==> src/rtl/clkdiv_pkg.sv <==
package clkdiv_pkg;
   typedef enum logic {
      RATE_NORMAL = 1'b0,
      RATE_TURBO  = 1'b1
   } rate_e;

   function automatic int unsigned cnt_width(input int unsigned max_count);
      return (max_count <= 2) ? 1 : $clog2(max_count);
   endfunction
endpackage

==> src/rtl/ckd_sync.sv <==
module ckd_sync #(
   parameter int unsigned STAGES    = 2,
   parameter bit          RESET_VAL = 1'b0
) (
   input  logic clk,
   input  logic rst_n,
   input  logic d_async,
   output logic q_sync
);
   logic [STAGES-1:0] chain;

   generate
      for (genvar s = 0; s < STAGES; s++) begin : g_stage
         if (s == 0) begin : g_first
            always_ff @(posedge clk or negedge rst_n) begin
               if (!rst_n) chain[0] <= RESET_VAL;
               else        chain[0] <= d_async;
            end
         end else begin : g_next
            always_ff @(posedge clk or negedge rst_n) begin
               if (!rst_n) chain[s] <= RESET_VAL;
               else        chain[s] <= chain[s-1];
            end
         end
      end
   endgenerate

   assign q_sync = chain[STAGES-1];
endmodule

==> src/rtl/ckd_phase_counter.sv <==
module ckd_phase_counter
   import clkdiv_pkg::*;
#(
   parameter int unsigned NORMAL_DIV = 5,
   parameter int unsigned TURBO_DIV  = 2
) (
   input  logic  clk,
   input  logic  rst_n,
   input  rate_e rate_req,
   output logic  phase_end,
   output rate_e rate_now
);
   localparam int unsigned CNT_W      = cnt_width(NORMAL_DIV);
   localparam logic [CNT_W-1:0] LAST_NORMAL = CNT_W'(NORMAL_DIV - 1);
   localparam logic [CNT_W-1:0] LAST_TURBO  = CNT_W'(TURBO_DIV - 1);

   logic [CNT_W-1:0] cnt;
   logic [CNT_W-1:0] last_cnt;

   always_comb begin
      last_cnt  = (rate_now == RATE_TURBO) ? LAST_TURBO : LAST_NORMAL;
      phase_end = (cnt == last_cnt);
   end

   always_ff @(posedge clk or negedge rst_n) begin
      if (!rst_n) begin
         cnt      <= '0;
         rate_now <= RATE_NORMAL;
      end else if (phase_end) begin
         cnt      <= '0;
         rate_now <= rate_req;
      end else begin
         cnt      <= cnt + 1'b1;
      end
   end
endmodule

==> src/rtl/ckd_toggle.sv <==
module ckd_toggle #(
   parameter bit START_LEVEL = 1'b0
) (
   input  logic clk,
   input  logic rst_n,
   input  logic flip,
   output logic level
);
   always_ff @(posedge clk or negedge rst_n) begin
      if (!rst_n)    level <= START_LEVEL;
      else if (flip) level <= ~level;
   end
endmodule

==> src/rtl/two_speed_clkgen.sv <==
module two_speed_clkgen
   import clkdiv_pkg::*;
#(
   parameter int unsigned NORMAL_DIV  = 5,
   parameter int unsigned TURBO_DIV   = 2,
   parameter int unsigned SYNC_STAGES = 2,
   parameter bit          START_LEVEL = 1'b0
) (
   input  logic clk_ref,
   input  logic rst_n,
   input  logic speed_sel,
   output logic cpu_clk,
   output logic turbo_active
);
   generate
      if (TURBO_DIV < 1) begin : g_bad_turbo
         $error("TURBO_DIV must be at least 1");
      end
      if (NORMAL_DIV <= TURBO_DIV) begin : g_bad_order
         $error("NORMAL_DIV must exceed TURBO_DIV");
      end
      if (SYNC_STAGES < 2) begin : g_bad_sync
         $error("SYNC_STAGES must be at least 2");
      end
   endgenerate

   logic  sel_sync;
   rate_e rate_req;
   rate_e rate_now;
   logic  phase_end;

   ckd_sync #(
      .STAGES    (SYNC_STAGES),
      .RESET_VAL (1'b0)
   ) u_sync (
      .clk     (clk_ref),
      .rst_n   (rst_n),
      .d_async (speed_sel),
      .q_sync  (sel_sync)
   );

   assign rate_req = sel_sync ? RATE_TURBO : RATE_NORMAL;

   ckd_phase_counter #(
      .NORMAL_DIV (NORMAL_DIV),
      .TURBO_DIV  (TURBO_DIV)
   ) u_count (
      .clk       (clk_ref),
      .rst_n     (rst_n),
      .rate_req  (rate_req),
      .phase_end (phase_end),
      .rate_now  (rate_now)
   );

   ckd_toggle #(
      .START_LEVEL (START_LEVEL)
   ) u_out (
      .clk   (clk_ref),
      .rst_n (rst_n),
      .flip  (phase_end),
      .level (cpu_clk)
   );

   assign turbo_active = (rate_now == RATE_TURBO);
endmodule

==> config.mk <==
export PLATFORM = sky130hd
export DESIGN_NAME = two_speed_clkgen
export DESIGN_NICKNAME = d
export VERILOG_FILES = /design/src/rtl/clkdiv_pkg.sv /design/src/rtl/ckd_sync.sv /design/src/rtl/ckd_phase_counter.sv /design/src/rtl/ckd_toggle.sv /design/src/rtl/two_speed_clkgen.sv
export SDC_FILE = /design/constraint.sdc
export NUM_CORES = 1
export LEC_CHECK = 0
export BUFFER_PORTS_ARGS = -buffer_cell sky130_fd_sc_hd__buf_2
export CORE_AREA = 2 2 39 41
export CTS_CLUSTER_SIZE = 24
export DETAILED_ROUTE_END_ITERATION = 7
export DIE_AREA = 0 0 41 43
export HOLD_SLACK_MARGIN = 0.08
export PLACE_DENSITY_LB_ADDON = 0.3
export SYNTH_ARGS = -nofsm -noshare
export SYNTH_HDL_FRONTEND = slang
export SYNTH_SLANG_ARGS = --single-unit
export TNS_END_PERCENT = 1
==> constraint.sdc <==
create_clock -name clk_ref -period 1.1 [get_ports clk_ref]
set_input_delay 0.22 -clock clk_ref [delete_from_list [all_inputs] [get_ports clk_ref]]
set_output_delay 0.22 -clock clk_ref [all_outputs]
set_load 0.05 [all_outputs]
== Yosys cells after proc, flatten, opt, wreduce, memory -nomap -nowiden ==
Cells that the tools add are included.
Operators by class
  add/subtract/negate cells: 1
  eq/ne operators: 1
  muxes and demuxes: 3
  bitwise gates (word level): 1
Operators by type and width (number)
  two-way mux 3 bit: 2
  adder 3 x 1 -> 3 bit (second input constant): 1
  == test 3 bit: 1
  two-way mux 1 bit: 1
  NOT 1 bit: 1
Storage, ports and cells
  flip-flop bits (word level): 7
  input bits: 3
  output and inout bits: 2
  word-level logic and storage cells: 11

== Logic depth before layout (Yosys ltp) ==
Gate-level depths: netlist of the first run.
  word-level depth: 3
  mapped depth: 3

== Hierarchy ==
From an unflattened synthesis of the first run, not the netlist that was laid out.
Unflattened totals
  cells, all modules: 23
  area total of the unflattened synthesis: 296.5 um2
Modules (own cells, without submodules)
  ckd_phase_counter: instances 1, cells each 19, area each 212.7 um2, seq. area each 100.1 um2
  ckd_sync: instances 1, cells each 2, area each 50.0 um2, seq. area each 50.0 um2
  ckd_toggle: instances 1, cells each 2, area each 33.8 um2, seq. area each 25.0 um2

== Least setup slack after synthesis of the first run ==
Ideal clock, no wire load.
  kind: register -> register
  start: register u_count.rate_now
  end: register u_count.cnt[1]
  data arrival time: 1.195 ns
  required time: 0.980 ns
  slack: -0.215 ns
  stages on the path, launching flop included: 4
  cells stage by stage: dfrtp_1 -> and3b_1 -> o21ai_2 -> and2_2
On the way
  word-level cells in the longest chain between the ends: 3
RTL lines
  from (decl): RTL line ckd_phase_counter.sv:11  | output rate_e rate_now
  from (signal assigned): RTL line ckd_phase_counter.sv:31  | rate_now <= rate_req;
  two-way mux 3 bit: RTL line ckd_phase_counter.sv:21  | last_cnt = (rate_now == RATE_TURBO) ? LAST_TURBO : LAST_NORMAL;
  == test 3 bit: RTL line ckd_phase_counter.sv:22  | phase_end = (cnt == last_cnt);
  two-way mux 3 bit: RTL line ckd_phase_counter.sv:29  | end else if (phase_end) begin
  to (signal assigned): RTL line ckd_phase_counter.sv:33  | cnt <= cnt + 1'b1;
  to (decl): RTL line ckd_phase_counter.sv:17  | logic [CNT_W-1:0] cnt;
Every way passes these cells.
A chain may end at the register's enable or synchronous reset.

== Worst setup path in the final report of the first run ==
  start: register u_count.rate_now
  end: output port turbo_active
RTL lines
  to (decl): RTL line two_speed_clkgen.sv:13  | output logic turbo_active
No word-level cell between the ends.

==> reports/qor.yml, run 1 <==
outcome:
  status: "finished clean"
pwr:
  power.switching_uw: 483
  clkPwrFrac_pct: 18.0
  power_frac_comb_pct: 42.5
  vdd_drop_max_mv: 1.35
  intPower_uw: 755
  leakage_uw: 0.000183
  finalPower_uw: 1240
  seq_power_share_pct: 39.6
  switching_share_pct: 39.0
  p_per_area_nw_per_um2: 3120
yosys:
  netlist.area_leader.share_pct: 60.3
  yosysTopAreaCell: "dfrtp_1"
  syn_avg_cell_area_um2: 12.6
  async_reset_ff_share_pct: 100
  synth_cells: 23
  syn_nets: 27
  synth_edf_count: 0
  ys_seq_area_share_pct: 60.3
  dominantRegCellSynth: "dfrtp_1"
  ys_ff_latch: 7
  ys_types: 14
  synth_common_cells: "dfrtp_1 (7), a31oi_1 (3), inv_1 (2)"
  synth.most_common_cell: "dfrtp_1"
  synthTopCellsByArea: "dfrtp_1 (60%), a31oi_1 (6.5%), ha_1 (4.3%)"
  syn_area_um2: 290
  yosys_warnings: 0
setup_path:
  required_ns: 0.88
  cp-end-kind: "primary output"
  critical_path_buf_inv_count: 1
  rr_worst_depth: 3
  r2r_start: "u_count.cnt[0]"
  path_cells: "buf_6"
  crit_type: "reg -> out"
  critPathMaxFanout: 6
  cp_slowest_stage_delay_ns: 0.44
  critPathSlowestCell: "dfrtp_2"
  reg2reg_slack_ns: 0.08
  cp_top_family: "flip-flops"
  crit_start: "u_count.rate_now"
  crit_end: "turbo_active"
  r2r-end: "u_count.cnt[2]"
  cp_num_cells: 1
  critPathLaunchType: "flop"
  critPathArrivalTime_ns: 0.85
drt:
  dr.pass1.iters: 1
  vias_per_cell: 4.32
  routedWlPerCell_um: 9.98
  detail-route-antenna-nets: 0
  drtIter0Drc: 0
  routed_wirelength_um: 499
  vias: 216
  drcViolationCount: 0
place:
  gp_congestion: 0.728
  dpl_cell_area_um2: 333
  io_buffer_count: 4
die:
  coreArea_um2: 1380
  row_count: 14
  dieArea_um2: 1760
  die_w_um: 41
  ios: 5
  die_h_um: 43
  initial_core_util_pct: 21.0
cells_and_area:
  antenna_cells: 0
  drive_gt1_share_pct: 38.2
  design_area_um2: 397
  fillers: 145
  syn2layout_area_growth_pct: 36.6
  finalNetCount: 39
global_route:
  grt.total_usage_pct: 7.29
  grtUsageMet2_pct: 10.3
  grt_overflow_total: 0
  gr-usage-met3_pct: 3.66
  grt_max_degree: 8
  grt_pass1_wl_um: 807
  use_met1_pct: 7.59
  grt_antenna_before_repair: 0
  grt_pass1_vias: 210
  busiest_layer: "met2"
sta:
  max_freq_ghz: 0.934
  relSlewSlack_pct: 86.4
  holdWs_ns: 0.333
  maxSlewViolCount: 0
  fin_crit_sh_pct: 97.4
  rsz0062_at_grt: "yes"
  hold_viol: 0
  fin_crit_ns: 1.07
  setup_violations: 0
  finClkSkew_ns: 0.00104
  tightestPinTransition_ns: 0.202
clocking:
  clk_latency_ns: 0.24
  clk_pin_slew_worst_paths_ns: 0.05
  clock_sinks: 7
  cts-htree-levels: 1
  cts_root_buf: "clkbuf_4"
  clk_path_buf_depth: 2
  tritoncts: "yes"
  cts_buffers: 3
hold_path:
  worstHoldPathType: "in -> async"
flow_run:
  drv_cap: 0
[metrics by stage]
step | setup TNS (ns) | cells | setup WS, ns | utilization, %
2_1_floorplan | 0 | 23 | 0.00680 | -
3_3_place_gp | 0 | 43 | 0.0790 | 24.1
3_5_place_dp | 0 | 43 | 0.0685 | 24.1
4_1_cts | 0 | 49 | 0.00391 | 28.0
5_1_grt | -0.00775 | 50 | -0.00775 | 28.7
6_report | 0 | 50 | 0.0290 | 28.7
[registers in the layout (all words and copies together), names as in the netlist]
name,cells
u_count.cnt,3
u_count.rate_now,1
u_out.level,1
u_sync.chain,1
u_sync.q_sync,1
[placed cells by master, fill, tap and decap left out, drive strengths merged]
master and count:
o31ai 1, dfrtp 7, a21o 1, nor3 1
and2 1, clkbuf 4, a31oi 3, and3b 1
buf 5, ha 1, nor2 1, dlygate4sd3 2
inv 2, nor3b 1, o22ai 1, xnor2 1
o21ai 1
[kinds of logic (layout without fill, tap and decap cells)]
family          count (synthesis)  after routing  synth area share, %
xor+xnor                        1              1                 3.02
flops                           7              7                 60.3
fa+ha+maj                       1              1                 4.31
buf+inv                         2             13                 2.59
simple gates                    5              5                 12.9
compound gates                  7              7                 16.8
[power groups by stage]
stage          combinational (µW)  clock (µW)  sequential, µW
2_1_floorplan                 276           0             574
3_3_place_gp                  477           0             477
3_5_place_dp                  475           0             485
4_1_cts                       509         237             487
5_1_grt                       574         254             506
6_report                      526         222             490
[cell type report]
cell class / instances / area, µm² / share of cell area [%]
tap: 16 / 20.0 / 5.05
timing repair buffer: 7 / 56.3 / 14.2
multi-input combinational: 14 / 109 / 27.4
clock buffer: 4 / 26.3 / 6.62
inverter: 2 / 7.51 / 1.89
sequential: 7 / 178 / 44.8
[layer usage]
| layer | part of all wire [%] | up-vias | routed length, µm |
|---|---|---|---|
| met4 | 0 | 0 | 0 |
| li1 | - | 106 | - |
| met5 | 0 | - | 0 |
| met2 | 51 | 5 | 255 |
| met3 | 6.2 | 0 | 31 |
| met1 | 42 | 105 | 212 |
[worst min-delay path by stage]
stage / slack, ns / to / cells after the start
2_1_floorplan: -0.08 / u_count.cnt[0] / 0
3_3_place_gp: 0.06 / u_out.level / 1
3_5_place_dp: 0.06 / u_out.level / 1
4_1_cts: 0.33 / u_count.cnt[0] / 2
5_1_grt: 0.35 / u_sync.chain[0] / 2
6_report: 0.33 / u_count.cnt[0] / 2
[what timing repair did]
action,in CTS,in global routing
pin swaps,0,1
gates resized for setup,3,1
gates cloned,0,0
hold buffers,2,0
hold endpoints to repair,8,0
endpoints found under the setup margin,2,2
buffers inserted,0,1
(Power assumes the default switching activity.)
==> run 2: changes to the inputs <==
Settings changed: PLACE_DENSITY set to 0.42, PLACE_DENSITY_LB_ADDON 0.3 to unset.
==> run 2 against run 1 <==
Core utilization down 0.63 points. Critical path depth is the same. First-iteration DRC count up 2. Register-to-register slack about the same. Non-clock buffer count is 1 lower. Cell area shrank 2.2%. Critical path type unchanged. Highest routed layer unchanged. Global-route usage is 0.079 points lower. Sequential power fell by 1%. Combinational power decreased by 4%.
==> reports/qor.yml, run 2 (synthesis gave the netlist of run 1 again) <==
setup_path:
  critPathLaunchType: "flop"
  critPathMaxFanout: 7  # +1
  r2r_start: "u_count.cnt[0]"
  cp_slowest_stage_delay_ns: 0.45  # about the same
  critPathArrivalTime_ns: 0.86  # about the same
  cp-end-kind: "primary output"
  required_ns: 0.88  # about the same
  cp_top_family: "flip-flops"
  path_cells: "buf_6"
  r2r-end: "u_count.cnt[2]"
  crit_type: "reg -> out"
  critical_path_buf_inv_count: 1  # unchanged
  rr_worst_depth: 3  # unchanged
  reg2reg_slack_ns: 0.07  # about the same
  critPathSlowestCell: "dfrtp_2"
sta:
  finClkSkew_ns: 0.00343  # +0.00239 ns
  hold_viol: 0  # unchanged
  setup_violations: 0  # unchanged
  finalSetupTns_ns: 0  # unchanged
  maxSlewViolCount: 0  # unchanged
  fin_crit_sh_pct: 97.9  # +0.53 points
  fin_crit_ns: 1.08  # +0.00581 ns
  rsz0062_at_grt: "yes"
  relSlewSlack_pct: 85.5  # -0.90 points
  max_freq_ghz: 0.929  # -0.54%
  tightestPinTransition_ns: 0.217  # +0.0153 ns
cells_and_area:
  final_cell_mix: "dfrtp_1 (6), a31oi_1 (3), clkbuf_4 (3)"
  final_cells: 49  # -2.0%
  finalNetCount: 38  # -2.6%
  max_flop_register: "u_count.cnt"
  final_common_cell: "dfrtp_1"
  drive_gt1_share_pct: 33.3  # -4.9 points
  syn2layout_area_growth_pct: 33.6
  largest_reg_flops: 3  # unchanged
  antenna_cells: 0  # unchanged
  fillers: 141  # -2.8%
global_route:
  grt_pass1_wl_um: 814  # +0.87%
  grt.total_usage_pct: 7.21  # -0.079 points
  grt_pass1_vias: 223  # +6.2%
  grt_antenna_before_repair: 0  # unchanged
  grt_overflow_total: 0  # unchanged
  grt_max_degree: 8  # unchanged
outcome:
  status: "finished clean"
pwr:
  seq_power_share_pct: 40.0  # +0.4 points
  switching_share_pct: 39.1  # +0.13 points
  p_per_area_nw_per_um2: 3120  # -0.20%
  power.switching_uw: 473  # -2.1%
  leakage_uw: 0.000180  # -1.7%
  intPower_uw: 736  # -2.6%
  clkPwrFrac_pct: 18.1  # about the same
  vdd_drop_max_mv: 1.01  # -25%
  power_frac_comb_pct: 41.8  # -0.7 points
die:
  coreArea_um2: 1380  # unchanged
  initial_core_util_pct: 21.0  # unchanged
  row_count: 14  # unchanged
  die_w_um: 41  # unchanged
  ios: 5  # unchanged
  dieArea_um2: 1760  # unchanged
  die_h_um: 43  # unchanged
clocking:
  clk_path_buf_depth: 2  # unchanged
  tritoncts: "yes"
  cts-htree-levels: 1  # unchanged
  cts_root_buf: "clkbuf_4"
  cts_buffers: 3  # unchanged
  clk_pin_slew_worst_paths_ns: 0.05  # about the same
  clk_latency_ns: 0.24  # about the same
  clock_sinks: 7  # unchanged
drt:
  detail-route-antenna-nets: 0  # unchanged
  routed_wirelength_um: 445  # -11%
  drtIter0Drc: 2  # +2
  vias: 205  # -5.1%
  vias_per_cell: 4.18  # -3.2%
  routedWlPerCell_um: 9.08  # -9.0%
  dr.pass1.iters: 2  # +1
  drcViolationCount: 0  # unchanged
place:
  gp_congestion: 0.717  # -1.5%
  dp_cells: 43  # unchanged
  dp_hpwl_um: 370
  io_buffer_count: 4  # unchanged
hold_path:
  worstHoldPathType: "in -> async"
flow_run:
  drv_cap: 0  # unchanged
==> run 2: what timing repair did <==
item | in CTS | in global routing
endpoints found under the hold margin | 8 | 0
hold buffers | 2 | 0
gates resized for setup | 3 | 0
cloned | 0 | 0
setup endpoints to repair | 2 | 1
buffers inserted | 0 | 0
==> run 2: final cells by class <==
| class | instances | area (µm²) | area share, % |
|---|---|---|---|
| clock buffer | 4 | 26.3 | 6.77 |
| tap | 16 | 20.0 | 5.16 |
| sequential | 7 | 176 | 45.5 |
| inverter | 2 | 7.51 | 1.94 |
| timing repair buffer | 6 | 48.8 | 12.6 |
| multi-input combinational | 14 | 109 | 28.1 |
==> run 2: power groups by stage <==
stage / Clock, µW / Combinational (µW) / Sequential (µW)
6_report: 219 / 506 / 484
2_1_floorplan: 0 / 276 / 574
4_1_cts: 233 / 513 / 485
5_1_grt: 249 / 541 / 509
3_3_place_gp: 0 / 466 / 479
3_5_place_dp: 0 / 474 / 484
==> run 2: routing by layer <==
layer	vias to the layer above	global-route usage, %	part of all wire, %
met3	0	2.62	7.0
met2	5	11.6	54
met4	0	8.00	0
li1	103	-	-
met1	97	5.67	39
met5	-	0	0
==> run 2: worst reg2reg max path, delay by kind of cell (launching register included) <==
family / cells / cell delay (ns)
flops: 1 / 0.44
compound gates: 2 / 0.41
simple gates: 1 / 0.06
==> run 2: worst max-delay path by stage <==
stage | start | end | slack [ns] | depth (start not counted)
final | u_count.rate_now | turbo_active | 0.02 | 1
after global routing | u_count.rate_now | turbo_active | -0.02 | 1
after CTS | u_count.rate_now | turbo_active | 0.009 | 1
after detailed placement | u_count.cnt[0] | u_count.cnt[1] | 0.08 | 3
after global placement | u_count.cnt[0] | u_count.cnt[1] | 0.09 | 3
after floorplan | u_count.rate_now | u_out.level | 0.007 | 3
==> run 2: metrics by stage <==
stage	setup slack (ns)	hold WS, ns	utilization [%]	total power, µW	cell area [µm²]
2_1_floorplan	0.00680	-0.0756	-	850	293
3_3_place_gp	0.0860	0.0524	24.1	945	333
3_5_place_dp	0.0776	0.0563	24.1	958	333
4_1_cts	0.00909	0.323	28.0	1230	388
5_1_grt	-0.0209	0.351	28.0	1300	388
6_report	0.0232	0.327	28.0	1210	388
